### config.mk
export PLATFORM = sky130hd
export DESIGN_NAME = way_lock_victim_sel
export DESIGN_NICKNAME = d
export VERILOG_FILES = /design/src/rtl/wlv_pkg.sv /design/src/rtl/wlv_lock_regs.sv /design/src/rtl/wlv_victim_pick.sv /design/src/rtl/way_lock_victim_sel.sv
export SDC_FILE = /design/constraint.sdc
export NUM_CORES = 1
export LEC_CHECK = 0
export BUFFER_PORTS_ARGS = -buffer_cell sky130_fd_sc_hd__buf_2
export CAP_MARGIN = 20
export CORE_MARGIN = 2
export CORE_UTILIZATION = 39
export DETAILED_ROUTE_END_ITERATION = 16
export PLACE_DENSITY = 0.81
export REMOVE_ABC_BUFFERS = 1
export SETUP_SLACK_MARGIN = 0.4
export SLEW_MARGIN = 5
export SYNTH_ARGS = -nofsm -noshare
export SYNTH_HDL_FRONTEND = slang
export SYNTH_SLANG_ARGS = --single-unit
### constraint.sdc
create_clock -name clk -period 1.1 [get_ports clk]
set_input_delay 0.055 -clock clk [delete_from_list [all_inputs] [get_ports clk]]
set_output_delay 0.055 -clock clk [all_outputs]
set_load 0.01 [all_outputs]
### src/rtl/wlv_pkg.sv
package wlv_pkg;
  // Register select codes seen at the coprocessor-style port
  localparam int SEL_DSIDE = 0;
  localparam int SEL_ISIDE = 1;
  // Number of independent allocation paths (data, instruction)
  localparam int NUM_PATHS = 2;
endpackage

### src/rtl/wlv_lock_regs.sv
// Per-side lock masks with a select-addressed write/read port.
module wlv_lock_regs #(
  parameter int NUM_WAYS  = 4,
  parameter int NUM_PATHS = 2,
  parameter int SEL_W     = 3
) (
  input  logic                                clk,
  input  logic                                rst_n,
  input  logic                                wr_en,
  input  logic [SEL_W-1:0]                    sel,
  input  logic [NUM_WAYS-1:0]                 wdata,
  output logic [NUM_WAYS-1:0]                 rdata,
  output logic [NUM_PATHS-1:0][NUM_WAYS-1:0]  mask_o
);

  logic [NUM_PATHS-1:0][NUM_WAYS-1:0] mask_q;
  logic [NUM_PATHS-1:0][NUM_WAYS-1:0] mask_d;
  logic                               mask_en;

  // Next-state: only selects that name a path take a write
  always_comb begin
    mask_d  = mask_q;
    mask_en = 1'b0;
    rdata   = '0;
    for (int p = 0; p < NUM_PATHS; p++) begin
      if (sel == SEL_W'(p)) begin
        rdata = mask_q[p];
        if (wr_en) begin
          mask_d[p] = wdata;
          mask_en   = 1'b1;
        end
      end
    end
  end

  always_ff @(posedge clk or negedge rst_n) begin
    if (!rst_n) begin
      mask_q <= '0;
    end else if (mask_en) begin
      mask_q <= mask_d;
    end
  end

  assign mask_o = mask_q;

endmodule

### src/rtl/wlv_victim_pick.sv
// Round-robin victim search for one cache side. NUM_WAYS must be a power of two.
module wlv_victim_pick #(
  parameter int NUM_WAYS = 4,
  localparam int WAY_W   = $clog2(NUM_WAYS)
) (
  input  logic                clk,
  input  logic                rst_n,
  input  logic                fill_req,
  input  logic [NUM_WAYS-1:0] lock_mask,
  output logic [WAY_W-1:0]    victim,
  output logic [WAY_W-1:0]    cnt_o
);

  localparam logic [WAY_W-1:0] LAST_WAY = WAY_W'(NUM_WAYS - 1);

  logic [WAY_W-1:0] cnt_q;
  logic [WAY_W-1:0] cnt_d;
  logic             found;
  logic [WAY_W-1:0] idx;

  // Search upward from the counter; fixed fallback when nothing is open
  always_comb begin
    victim = LAST_WAY;
    found  = 1'b0;
    idx    = '0;
    for (int k = 0; k < NUM_WAYS; k++) begin
      idx = cnt_q + WAY_W'(k);
      if (!found && !lock_mask[idx]) begin
        victim = idx;
        found  = 1'b1;
      end
    end
  end

  always_comb begin
    cnt_d = cnt_q;
    if (fill_req) begin
      cnt_d = victim + WAY_W'(1);
    end
  end

  always_ff @(posedge clk or negedge rst_n) begin
    if (!rst_n) begin
      cnt_q <= '0;
    end else if (fill_req) begin
      cnt_q <= cnt_d;
    end
  end

  assign cnt_o = cnt_q;

endmodule

### src/rtl/way_lock_victim_sel.sv
// Top: lock-mask registers plus one victim picker per cache side.
module way_lock_victim_sel
  import wlv_pkg::*;
#(
  parameter int NUM_WAYS = 4,
  parameter int DATA_W   = 32,
  parameter int SEL_W    = 3,
  localparam int WAY_W   = $clog2(NUM_WAYS)
) (
  input  logic              clk,
  input  logic              rst_n,
  input  logic              reg_wr,
  input  logic [SEL_W-1:0]  reg_sel,
  input  logic [DATA_W-1:0] reg_wdata,
  output logic [DATA_W-1:0] reg_rdata,
  input  logic              d_fill_req,
  output logic [WAY_W-1:0]  d_victim,
  input  logic              i_fill_req,
  output logic [WAY_W-1:0]  i_victim
);

  // Reset synchroniser: asserts asynchronously, releases on a clock edge
  logic [1:0] rst_sync_q;
  logic       rst_n_int;

  always_ff @(posedge clk or negedge rst_n) begin
    if (!rst_n) begin
      rst_sync_q <= 2'b00;
    end else begin
      rst_sync_q <= {rst_sync_q[0], 1'b1};
    end
  end

  assign rst_n_int = rst_sync_q[1];

  logic [NUM_PATHS-1:0][NUM_WAYS-1:0] lock_mask;
  logic [NUM_WAYS-1:0]                rd_mask;
  logic [NUM_PATHS-1:0]               fill_req;
  logic [WAY_W-1:0]                   victim [NUM_PATHS];
  logic [WAY_W-1:0]                   cnt    [NUM_PATHS];
  logic                               unused_wdata_hi;

  assign unused_wdata_hi = ^reg_wdata[DATA_W-1:NUM_WAYS];

  wlv_lock_regs #(
    .NUM_WAYS (NUM_WAYS),
    .NUM_PATHS(NUM_PATHS),
    .SEL_W    (SEL_W)
  ) u_regs (
    .clk   (clk),
    .rst_n (rst_n_int),
    .wr_en (reg_wr),
    .sel   (reg_sel),
    .wdata (reg_wdata[NUM_WAYS-1:0]),
    .rdata (rd_mask),
    .mask_o(lock_mask)
  );

  assign reg_rdata = {{(DATA_W-NUM_WAYS){1'b0}}, rd_mask};

  assign fill_req[SEL_DSIDE] = d_fill_req;
  assign fill_req[SEL_ISIDE] = i_fill_req;

  for (genvar p = 0; p < NUM_PATHS; p++) begin : g_side
    wlv_victim_pick #(
      .NUM_WAYS(NUM_WAYS)
    ) u_pick (
      .clk      (clk),
      .rst_n    (rst_n_int),
      .fill_req (fill_req[p]),
      .lock_mask(lock_mask[p]),
      .victim   (victim[p]),
      .cnt_o    (cnt[p])
    );
  end

  assign d_victim = victim[SEL_DSIDE];
  assign i_victim = victim[SEL_ISIDE];

  // Named views used by the bound checker
  logic [NUM_WAYS-1:0] d_mask;
  logic [NUM_WAYS-1:0] i_mask;
  logic [WAY_W-1:0]    d_cnt;
  logic [WAY_W-1:0]    i_cnt;
  assign d_mask = lock_mask[SEL_DSIDE];
  assign i_mask = lock_mask[SEL_ISIDE];
  assign d_cnt  = cnt[SEL_DSIDE];
  assign i_cnt  = cnt[SEL_ISIDE];

endmodule

==> summary by stage <==
Timing
Setup repair after global routing could not meet its margin everywhere. For the pin with the worst max-slew slack, the measured transition is between 0.5 and 0.6 ns. Headroom to the max-slew limit came out at 0.6625. In the final timing run, aggregate negative setup slack is -3.881 ns. The smallest setup slack after layout is -0.4599 ns. The final clock skew is 0.001559 ns.

The final max-slew violation count is 0. The final worst-path cycle share is 1.418. The post-route worst hold slack is about 0.0082 ns.

The worst path in the final design needs a cycle of roughly 1.6 ns, including I/O delays and setup. Timing would allow up to around 640 MHz. The number of endpoints with negative hold slack in the final report is 0.

The count of endpoints failing setup in the final report is 12.

Setup path
The largest stage delay on the critical path is 0.46 ns. The master of the slowest instance on the critical path is dfrtp_2. The critical path in this run is classified as register to output port. The worst setup path is launched from a register. Of all nets on the critical path, the largest fanout is 5. The type of destination of the critical path is an output port.

The data required time of the worst path is 1.04 ns. The signal on the critical path passes through mux2_4 -> o21ai_4 -> a21oi_2 -> buf_4 -> buf_6. Data arrives at the worst endpoint at 1.50 ns.

Logic synthesis
After technology mapping, the gate count stands at 98. The most common flop cell mapped by yosys is dfrtp_1. The mean instance size in the synthesized netlist is 9.882 sq um. The number of register bits inferred by synthesis is 14. Counting flops with a built-in enable in the synthesized netlist gives 0. The fraction of synthesis flops using an asynchronous set or reset pin is 1.000.

The netlist area before placement is 968.4 sq um. The total number of yosys warnings is 0. Counting distinct cell types in the post-synthesis netlist gives 28. The sequential area share after synthesis is 0.3618.

Floorplan
The die covers roughly 2900 sq um. The number of top-level pins is 76. The number of placement rows is 18.

The height of the die is 53.83 um. The starting density of the core is 0.4019. The core region is approximately 2400 sq um. The die extent in x is 53.83 um.

Layout
The library cell used most frequently in the layout, excluding fill and tap cells, is conb_1. The sequential cells in the finished layout cover a total of 354.1 sq um. The post-synthesis to final-layout area growth is 51.16%. The count of placed standard cells in the final layout, fillers left out is 183.

The footprint of the multi-input gates is 586.8 sq um. The final layout contains ~190 nets. Measured on the finished design, the core utilization comes to 0.6075.

In the layout the commonest cells are 29 x conb_1, 18 x buf_4, 18 x buf_6. Fill cells in the final layout number 181. The number of inserted diodes is 0.

Of the cells placed in the final design, the portion with a size suffix greater than 1 is 0.5294.

Clocking
The total clock sinks is 14. The number of buffers on the longest clock path is 2. The CTS clock-pin slew for the worst setup and hold paths is 0.09 ns.

Counting the buffers created by CTS gives 3. The latest clock arrival within the worst-skew pair is 0.28 ns. The CTS H-tree depth is 1. TritonCTS built the clock tree. The master cell of the clock root buffer is clkbuf_4.

Drt
The count of routing violations after the opening detailed-route iteration is 10. The via count is 845. The count of antenna-violating nets left after detailed routing is 0. For this block, the routed nets add up to 2358 um of wire. Using the TritonRoute via totals, the vias-per-cell ratio works out to ~4.6.

In the final routed layout, each cell accounts on average for 12.89 um. Before antenna repair, the detailed router went through 4 iterations. After detailed routing, the number of remaining DRC violations is 0.

Status
The checks that failed: setup timing. The flow ran to the end, but the final reports show violations.

Global routing
The pin count of the biggest net entering global routing is 13. The number of global-route vias before repair is around 770. The first global-routing pass estimated 3546 um of wire. The total overflow reported by the global router is 0. The number of antenna violations at the first check in global routing came to 0. The all-layer global routing usage is 0.1735.

Pwr
The leakage power figure is 0.7219 nW. Dividing total power by cell area gives a power density of 2196 nW/um^2. IR analysis of the VDD net gives a maximum drop of around 1.3 mV.

Place
The count of buffers from port buffering is 19. Prior to clock tree synthesis, the placed netlist has a worst setup slack of -0.4384 ns. The number of instances in the placed design is 163.

The routability congestion estimate from global placement is 0.7540. The wire-length estimate of the detail-placed layout is about 1500 um.

Run
Across the run, the number of max-cap violations was 0.

Worst hold path
The worst hold path class is input port to register.
[Yosys cell counts (all sizes together), types with 2 or more instances]
library cell / instances / area (sq um)
o21ai: 6 / 30.03
inv: 3 / 11.26
mux2: 8 / 90.09
conb: 2 / 7.510
xor2: 2 / 17.52
nor3: 4 / 20.02
mux2i: 4 / 40.04
dfrtp: 14 / 350.3
nor2: 4 / 15.01
buf: 29 / 215.2
nand2: 5 / 18.77
a21oi: 5 / 28.78
[final timing paths]
path,from,endpoint,slack (ns),depth (start not counted)
setup / recovery,g_side[1].u_pick.cnt_o[1],i_victim[0],-0.46,5
hold / removal,reg_wdata[3],u_regs.mask_o[3],0.008,3
setup reg to reg,u_regs.mask_o[5],g_side[1].u_pick.cnt_o[1],-0.43,6
hold reg to reg,rst_sync_q[1],u_regs.mask_o[7],0.21,0
max in group asynchronous,rst_sync_q[1],u_regs.mask_o[2],0.53,0
min in group asynchronous,rst_n,rst_sync_q[0],0.08,2
[metal layers]
layer	GRT usage	share of wire	vias to the layer above
li1	-	-	392
met1	0.1990	0.38	400
met2	0.3150	0.55	49
met3	0.01389	0.059	4
met4	0.09402	0.014	0
met5	0	0	-
[cell families after synthesis]
kind of cell	Yosys count	synth area share
DFF	14	0.3618
xor gates and xnor gates	2	0.01809
other	2	0.007755
and+or+nand+nor	18	0.1176
muxes	12	0.1344
buffers and inverters	32	0.2338
AOI/OAI and AO/OA	18	0.1266
[sequential cells by signal (all words and copies together) (netlist names)]
name and flops:
g_side.u_pick.cnt_o 4, rst_sync_q 2, u_regs.mask_o 8
[metrics by stage]
stage | cell area (sq um) | power [W]
global route | 1464 | 0.003397
finish | 1464 | 0.003215
floorplan | 854.6 | 0.001426
global placement | 1122 | 0.001951
detailed placement | 1122 | 0.002022
CTS | 1345 | 0.002925
[critical path, delay by kind of cell (launching register included)]
family,cells,cell delay [ns]
compound gates,2,0.19
mux,1,0.32
flops,1,0.46
buf+inv,2,0.26
[power breakdown]
part	internal, W	total [W]	switching (W)
clock	0.000201	0.000371	0.000170
combinational	0.00122	0.00201	0.000786
sequential	0.000663	0.000837	0.000174
[area by class of cell]
type	instances	area share
Inverter	3	0.007692
Clock buffer	4	0.02479
Timing Repair Buffer	53	0.2991
Tap cell	30	0.02564
Multi-Input combinational cell	79	0.4009
Sequential cell	14	0.2419
[repair_timing]
action | CTS | global route
pin swaps | 7 | 8
resized for setup | 24 | 22
buffers inserted | 9 | 4
hold buffers | 3 | 0
gates cloned | 0 | 0
endpoints found under the hold margin | 4 | 0
endpoints found under the setup margin | 20 | 20
Power figures use the tool's default switching activity.
